[src/rtl/dpsk_pkg.sv]
package dpsk_pkg;
  localparam int QUAD_W = 2;
  localparam int NQUAD  = 1 << QUAD_W;

  typedef logic [QUAD_W-1:0] quad_t;

  // Phase change in quadrants, optionally with the rotation sense reversed.
  function automatic quad_t phase_delta(input quad_t cur, input quad_t prev,
                                        input logic rev);
    quad_t d;
    d = quad_t'(cur - prev);
    if (rev) d = quad_t'(-d);
    return d;
  endfunction

  // Gray-style pair: first-in-time bit is the half-turn bit.
  function automatic logic [1:0] pair_of(input quad_t d);
    return {d[QUAD_W-1], d[QUAD_W-1] ^ d[0]};
  endfunction

  // Single-bit decision: quarter turns lean to the neighbour on their side.
  function automatic logic single_of(input quad_t d);
    return d[QUAD_W-1];
  endfunction
endpackage

[src/rtl/dpsk_phase_ref.sv]
module dpsk_phase_ref
  import dpsk_pkg::*;
(
  input  logic  clk,
  input  logic  rst_n,
  input  logic  sync,
  input  logic  accept,
  input  quad_t phase_in,
  input  logic  rot_reverse,
  output logic  fire,
  output logic  ref_loaded,
  output quad_t delta
);
  quad_t ref_phase;

  always_ff @(posedge clk) begin
    if (!rst_n) begin
      ref_phase  <= '0;
      ref_loaded <= 1'b0;
    end else if (accept) begin
      ref_phase  <= phase_in;
      ref_loaded <= 1'b1;
    end else if (sync) begin
      ref_loaded <= 1'b0;
    end
  end

  assign fire  = accept && ref_loaded && !sync;
  assign delta = phase_delta(phase_in, ref_phase, rot_reverse);

  // reference changes only on an accepted symbol
  a_r8_ref_held: assert property (@(posedge clk) disable iff (!rst_n)
    !accept |=> $stable(ref_phase));
  // a symbol with sync leaves a valid reference
  a_r9_sync_loads: assert property (@(posedge clk) disable iff (!rst_n)
    (accept && sync) |=> ref_loaded);
endmodule

[src/rtl/dpsk_mapper.sv]
module dpsk_mapper
  import dpsk_pkg::*;
(
  input  quad_t      delta,
  input  logic       mode_qpsk,
  output logic [1:0] bits
);
  always_comb begin
    if (mode_qpsk) bits = pair_of(delta);
    else           bits = {single_of(delta), 1'b0};
  end
endmodule

[src/rtl/dpsk_serializer.sv]
module dpsk_serializer (
  input  logic       clk,
  input  logic       rst_n,
  input  logic       load,
  input  logic       two,
  input  logic [1:0] bits,
  output logic       in_ready,
  output logic       bit_out,
  output logic       bit_valid
);
  logic pending, pend_bit;

  always_ff @(posedge clk) begin
    if (!rst_n) begin
      pending   <= 1'b0;
      pend_bit  <= 1'b0;
      bit_out   <= 1'b0;
      bit_valid <= 1'b0;
    end else if (load) begin
      bit_valid <= 1'b1;
      bit_out   <= bits[1];
      pending   <= two;
      pend_bit  <= bits[0];
    end else if (pending) begin
      bit_valid <= 1'b1;
      bit_out   <= pend_bit;
      pending   <= 1'b0;
    end else begin
      bit_valid <= 1'b0;
    end
  end

  assign in_ready = !pending;

  // a loaded symbol always yields a bit next cycle
  a_r7_load_emits: assert property (@(posedge clk) disable iff (!rst_n)
    load |=> bit_valid);
  // a held-off cycle carries a bit and releases next cycle
  a_r7_pending_drains: assert property (@(posedge clk) disable iff (!rst_n)
    !in_ready |=> (bit_valid && in_ready));
endmodule

[src/rtl/dpsk_dibit_decoder.sv]
module dpsk_dibit_decoder
  import dpsk_pkg::*;
(
  input  logic       clk,
  input  logic       rst_n,
  input  logic       sync,
  input  logic [1:0] phase_in,
  input  logic       phase_valid,
  input  logic       mode_qpsk,
  input  logic       rot_reverse,
  output logic       in_ready,
  output logic       bit_out,
  output logic       bit_valid
);
  logic       accept, fire, ref_loaded;
  quad_t      delta;
  logic [1:0] bits;

  assign accept = phase_valid && in_ready;

  dpsk_phase_ref i_ref (
    .clk, .rst_n, .sync, .accept, .phase_in, .rot_reverse,
    .fire, .ref_loaded, .delta
  );

  dpsk_mapper i_map (.delta, .mode_qpsk, .bits);

  dpsk_serializer i_ser (
    .clk, .rst_n, .load(fire), .two(mode_qpsk), .bits,
    .in_ready, .bit_out, .bit_valid
  );

  // a seeding symbol produces no bit
  a_r2_seed_silent: assert property (@(posedge clk) disable iff (!rst_n)
    (accept && !ref_loaded) |=> !bit_valid);
  // symbol with sync produces no bit
  a_r9_sync_silent: assert property (@(posedge clk) disable iff (!rst_n)
    (accept && sync) |=> !bit_valid);
  // quadrature symbol holds off the input for its second bit
  a_r5_pair_holds: assert property (@(posedge clk) disable iff (!rst_n)
    (fire && mode_qpsk) |=> !in_ready);
  // binary symbol leaves the input open
  a_r4_single_open: assert property (@(posedge clk) disable iff (!rst_n)
    (fire && !mode_qpsk) |=> in_ready);
endmodule

[config.mk]
export PLATFORM = sky130hd
export DESIGN_NAME = dpsk_dibit_decoder
export DESIGN_NICKNAME = d
export VERILOG_FILES = /design/src/rtl/dpsk_pkg.sv /design/src/rtl/dpsk_phase_ref.sv /design/src/rtl/dpsk_mapper.sv /design/src/rtl/dpsk_serializer.sv /design/src/rtl/dpsk_dibit_decoder.sv
export SDC_FILE = /design/constraint.sdc
export NUM_CORES = 1
export LEC_CHECK = 0
export ABC_AREA = 1
export BUFFER_PORTS_ARGS = -buffer_cell sky130_fd_sc_hd__buf_2
export CAP_MARGIN = 20
export CORE_AREA = 2 2 39 41
export DETAILED_ROUTE_END_ITERATION = 6
export DIE_AREA = 0 0 41 43
export GPL_ROUTABILITY_DRIVEN = 0
export SETUP_SLACK_MARGIN = 0.05
export SYNTH_ARGS = -nofsm -noshare
export SYNTH_HDL_FRONTEND = slang
export SYNTH_HIERARCHICAL = 1
export SYNTH_SLANG_ARGS = --single-unit
[constraint.sdc]
create_clock -name clk -period 1.6 [get_ports clk]
set_input_delay 0.24 -clock clk [delete_from_list [all_inputs] [get_ports clk]]
set_output_delay 0.24 -clock clk [all_outputs]
set_load 0.1 [all_outputs]
==> key figures, run 1 <==
Outcome
  – Status: finished, final reports clean

Timing
  – Final worst path period share: 88.4%
  – Max Clk Rate: 707 MHz
  – Finish-stage setup viols: 0
  – Final setup TNS: 0 ps
  – Hold slack: 221 ps
  – RSZ-0062 raised after global routing: false
  – Slew Viols, Final: 0
  – Post-layout min period: 1410 ps
  – Hold Vio Cnt, Final: 0
  – Relative slew slack: 67.7%
  – Clock Skew: 2.60 ps
  – Worst-Margin Slew: 488 ps

Synth
  – Net count after synthesis: 66
  – Syn_area_per_cell: 6.28 um^2
  – Synthesized area: 358 um^2
  – Synth Warn #: 6
  – Synth cell types: 12
  – Main area contributors after synthesis: dfxtp_1, nand2_1, inv_1, nor2_1, nand3_1
  – Register area share after synthesis: 39.2%
  – Flops & latches, synth: 7
  – Synth area leader: dfxtp_1
  – Top-area cell type share of the netlist area: 39.2%
  – Mapped Cells: 57

Routing
  – ANT nets after route: 0
  – DR pass1 iterations: 2
  – DR iter-0 viols: 1
  – DRC violations left: 0
  – Via-to-Cell Ratio: 4.02
  – Via count: 346
  – Total wire length: 646 um
  – Wirelength per Cell: 7.51 um

Critical path
  – Worst setup SP type: register
  – Worst-path maximum fanout: 4
  – Worst Path Required: 1780 ps
  – Setup CP Type: reg -> reg
  – Crit end category: register
  – Crit path DAT: 1590 ps

CTS
  – Worst skew pair latency: 240 ps
  – H-tree lvl count: 1
  – Cts hold-fix bufs: 0
  – CTS resizes: 0
  – CTS tree: yes
  – Clk buf depth: 2
  – CTS root buf: clkbuf_4
  – TritonCTS Buffers: 3
  – Clk sink count: 7
  – Postcts setup bufs: 0
  – Clock transition at path regs: 50 ps

Floorplan
  – Site Rows: 14
  – I/O pin cnt: 11
  – Initial core utilization: 25.9%
  – Core area: 0.00138 mm^2
  – Die area: 0.00176 mm^2
  – Die Ht: 43 um
  – Die W: 41 um

Finish
  – Area grow syn2layout: 26.9%
  – Diodes inserted: 0
  – Finished Layout Cells: 86
  – Number of fill cells: 152
  – Share of layout cells above drive strength 1: 28.6%
  – Final nets: 80

Power
  – Sw Ratio: 27.1%
  – Combinational Power Share: 17.9%
  – Seq pwr share: 44.9%
  – P_int: 303 uW
  – Psw: 112 uW
  – VDD IR max: 0.000514 V
  – Clock Power Share: 37.2%
  – Leakage Power: 0.000246 uW
  – PwrDens: 914 mW/mm^2

Global routing
  – Gr ovfl total: 0
  – Antenna violations before repair: 0
  – Vias in the first global route: 291
  – Largest net degree at the start of global routing: 7
  – First-pass GRT wire length: 1080 um
  – GRT Util Overall: 9.55%

Placement
  – IO Port Bufs: 10
  – Placed cells: 82
  – Dpl hpwl: 537 um

Job
  – Max-Cap Viols: 0

Worst hold path
  – Worst hold path class: in -> reg
registers in the layout (all words and copies together), names as in the netlist:
register / cells
i_ser/pending: 1
i_ser/bit_out: 1
i_ref/ref_loaded: 1
i_ser/pend_bit: 1
i_ref/ref_phase: 2
i_ser/bit_valid: 1
layer usage:
layer	track usage (%)	part of all wire (%)
met3	4.71	4.0
met1	11.3	49
met5	0	0
met2	12.2	44
met4	8.00	2.6
final timing paths:
kind                      start             end  slack [ps]  depth (start not counted)
max reg2reg  i_ref/ref_phase[0]  i_ser/pend_bit         190                         12
max          i_ref/ref_phase[0]  i_ser/pend_bit         190                         12
min                   mode_qpsk   i_ser/pending         220                          3
min reg2reg      i_ser/pend_bit  i_ser/pend_bit         470                          2
synthesized netlist by cell type:
library cell and count:
buf_4 1, dfxtp_1 7, ha_1 1, nor2_1 6, inv_2 2, a21oi_1 3
nor2_2 1, nand2_1 18, o21ai_0 2, inv_1 11, o21a_1 1, nand3_1 4
area by class of cell:
| cell class | instances | area, um^2 | share of cell area (%) |
|---|---|---|---|
| Multi-Input combinational cell | 36 | 164 | 36.1 |
| Sequential cell | 7 | 141 | 31.1 |
| Inverter | 13 | 52.6 | 11.6 |
| Timing Repair Buffer | 10 | 50.0 | 11.0 |
| Clock buffer | 4 | 26.3 | 5.79 |
| Tap cell | 16 | 20.0 | 4.41 |
kinds of logic after synthesis:
logic type / share of synthesized area [%]
DFF: 39.2
buffers and inverters: 15.7
AOI/OAI and AO/OA: 9.09
adders and majority gates: 3.50
and+or+nand+nor: 32.5
cell usage in the layout (no fill, tap or decap), drive strengths merged, types with 2 or more instances in the layout:
cell type | synthesis | layout
o21ai | 2 | 2
nor2 | 7 | 7
dfxtp | 7 | 7
nand2 | 18 | 18
a21oi | 3 | 3
buf | 1 | 10
clkbuf | 0 | 4
nand3 | 4 | 4
inv | 13 | 12
critical path, cell delays in order (launching register included):
cell	delay [ps]
dfxtp_1	310
ha_1	280
inv_2	80
nand2_1	50
nand2_1	70
nand3_1	80
nand2_1	70
inv_1	50
nand2_1	60
nand2_1	50
nor2_1	70
nand2_1	50
a21oi_1	140
through the flow:
stage	power, uW	util [%]	area [um^2]	setup WS (ps)
2_1_floorplan	250	-	365	45.9
3_3_place_gp	263	30.9	428	151
3_5_place_dp	265	30.9	428	96.6
4_1_cts	426	32.8	454	171
5_1_grt	449	32.8	454	106
6_report	415	32.8	454	186
power by group through the flow:
stage | registers [uW] | logic, uW | clock network, uW
global placement | 190 | 73.4 | 0
detailed placement | 190 | 75.3 | 0
global route | 187 | 83.3 | 178
finish | 186 | 74.4 | 154
CTS | 186 | 75.5 | 164
floorplan | 200 | 50.1 | 0
Note: power is estimated with default switching activity, not from simulation.
==> run 2, diff against run 1 <==
--- a/constraint.sdc
+++ b/constraint.sdc
@@ -3,2 +3,2 @@
 set_output_delay 0.24 -clock clk [all_outputs]
-set_load 0.1 [all_outputs]
+set_load 0.02 [all_outputs]
==> run 2 against run 1 <==
  * Clock skew rose by 0.69 ps
  * Cell area shrank 1.7%
  * First-iteration DRC count increased to 7.0 times the previous value
  * Critical endpoint is now i_ser/bit_out
  * Critical path type unchanged
  * Sequential share of layout area grew 0.24 points
  * Via count rose by 1.2%
==> key figures, run 2 (same netlist as run 1, synthesis figures left out) <==
Power
  – VDD IR max: 0.000335 V (was 0.000514 V)
  – Leakage Power: 0.000247 uW (was 0.000246 uW)
  – Clock Power Share: 39.8% (was 37.2%)
  – Psw: 111 uW (was 112 uW)
  – Pwr Total: 414 uW (was 415 uW)
  – Sw Ratio: 26.9% (was 27.1%)
  – PwrDens: 927 mW/mm^2 (was 914 mW/mm^2)
  – Combinational Power Share: 15.4% (was 17.9%)
  – P_int: 303 uW (about the same)
  – Seq pwr share: 44.8% (was 44.9%)

CTS
  – Cts hold-fix bufs: 0 (unchanged)
  – H-tree lvl count: 1 (unchanged)
  – TritonCTS Buffers: 3 (unchanged)
  – CTS tree: yes (unchanged)
  – CTS root buf: clkbuf_4 (unchanged)
  – Worst skew pair latency: 250 ps (was 240 ps)
  – Clk buf depth: 2 (unchanged)
  – Clock transition at path regs: 50 ps (about the same)
  – Clk sink count: 7 (unchanged)
  – CTS resizes: 0 (unchanged)
  – Postcts setup bufs: 0 (unchanged)

Critical path
  – Setup CP Type: reg -> reg (unchanged)
  – Worst setup SP type: register (unchanged)
  – Worst Path Required: 1750 ps (was 1780 ps)
  – Crit path DAT: 1550 ps (was 1590 ps)
  – Worst-path maximum fanout: 6 (was 4)
  – Crit end category: register (unchanged)

Timing
  – Worst-Margin Slew: 390 ps (was 488 ps)
  – Finish-stage setup viols: 0 (unchanged)
  – Post-layout min period: 1400 ps (was 1410 ps)
  – Slew Viols, Final: 0 (unchanged)
  – Hold Vio Cnt, Final: 0 (unchanged)
  – Relative slew slack: 73.9% (was 67.7%)
  – Final worst path period share: 87.5% (was 88.4%)
  – Clock Skew: 3.29 ps (was 2.60 ps)
  – Max Clk Rate: 714 MHz (was 707 MHz)
  – RSZ-0062 raised after global routing: false (unchanged)
  – Final setup TNS: 0 ps (unchanged)

Global routing
  – Antenna violations before repair: 0 (unchanged)
  – Largest net degree at the start of global routing: 7 (unchanged)
  – Vias in the first global route: 309 (was 291)
  – First-pass GRT wire length: 1170 um (was 1080 um)
  – Gr ovfl total: 0 (unchanged)
  – GRT Util Overall: 10.1% (was 9.55%)

Routing
  – Wirelength per Cell: 8.58 um (was 7.51 um)
  – Total wire length: 738 um (was 646 um)
  – DRC violations left: 0 (unchanged)
  – DR pass1 iterations: 4 (was 2)
  – DR iter-0 viols: 7 (was 1)
  – ANT nets after route: 0 (unchanged)
  – Via count: 350 (was 346)
  – Via-to-Cell Ratio: 4.07 (was 4.02)

Floorplan
  – Core area: 0.00138 mm^2 (unchanged)
  – Initial core utilization: 25.9% (unchanged)
  – Die area: 0.00176 mm^2 (unchanged)
  – Site Rows: 14 (unchanged)
  – Die W: 41 um (unchanged)
  – I/O pin cnt: 11 (unchanged)
  – Die Ht: 43 um (unchanged)

Job
  – Max-Cap Viols: 0 (unchanged)

Finish
  – Number of fill cells: 149 (was 152)
  – Commonest non-fill, non-tap cell in the layout: nand2_1 (unchanged)
  – Share of layout cells above drive strength 1: 22.9% (was 28.6%)
  – Diodes inserted: 0 (unchanged)
  – Most frequent cells in the layout: nand2_1, inv_1, buf_2 (was nand2_1, buf_2, inv_1)
  – Final nets: 80 (unchanged)
  – Most flops, register: i_ref/ref_phase (unchanged)
  – Area grow syn2layout: 24.8% (was 26.9%)
  – Max reg flops: 2 (unchanged)

Placement
  – IO Port Bufs: 10 (unchanged)
  – Dpl hpwl: 578 um (was 537 um)

Worst hold path
  – Worst hold path class: in -> reg (unchanged)

Outcome
  – Status: finished, final reports clean (unchanged)
[run 2: stage by stage]
step	hold WS, ps	instance area [um^2]	setup WS, ps	utilization, %	cells
6_report	232	447	200	32.3	86
5_1_grt	246	447	59.1	32.3	86
4_1_cts	225	447	168	32.3	86
3_5_place_dp	463	420	109	30.4	82
3_3_place_gp	455	420	143	30.4	82
2_1_floorplan	338	358	272	-	57
[run 2: layout make-up]
class                      instances  area [um^2]  share of cell area, %
clock buffer                       4         26.3                   5.88
tap                               16         20.0                   4.48
inverter                          13         48.8                   10.9
timing repair buffer              10         50.0                   11.2
sequential                         7          140                   31.4
multi-input combinational         36          161                   36.1
[run 2: power by group through the flow]
stage	sequential [uW]	combinational, uW	clock, uW
floorplan	191	47.7	0
global placement	189	62.2	0
detailed placement	190	63.8	0
CTS	186	64.4	171
global route	187	73.7	179
finish	186	63.7	165
[run 2: worst paths after layout]
| path | slack (ps) | startpoint | endpoint | depth (start not counted) |
|---|---|---|---|---|
| max | 200 | i_ser/pending | i_ser/bit_out | 10 |
| min | 230 | mode_qpsk | i_ser/pending | 3 |
| max reg2reg | 200 | i_ser/pending | i_ser/bit_out | 10 |
| min reg2reg | 470 | i_ser/pend_bit | i_ser/pend_bit | 2 |
[run 2: metal layers]
layer	up-vias	global-route usage [%]	part of all wire, %
met2	7	16.6	52
met5	-	0	0
met1	148	10.4	46
met4	0	8.00	0
li1	195	-	-
met3	0	1.57	2.0
[run 2: critical path, stage by stage, from the launching register on]
cell     delay (ps)
dfxtp_1         330
inv_1            70
nand2_1          50
inv_1           140
nand2_1          80
nor2_1          320
nor2_2           80
nand2_1          70
nand3_1          60
nand2_1          60
inv_1            40
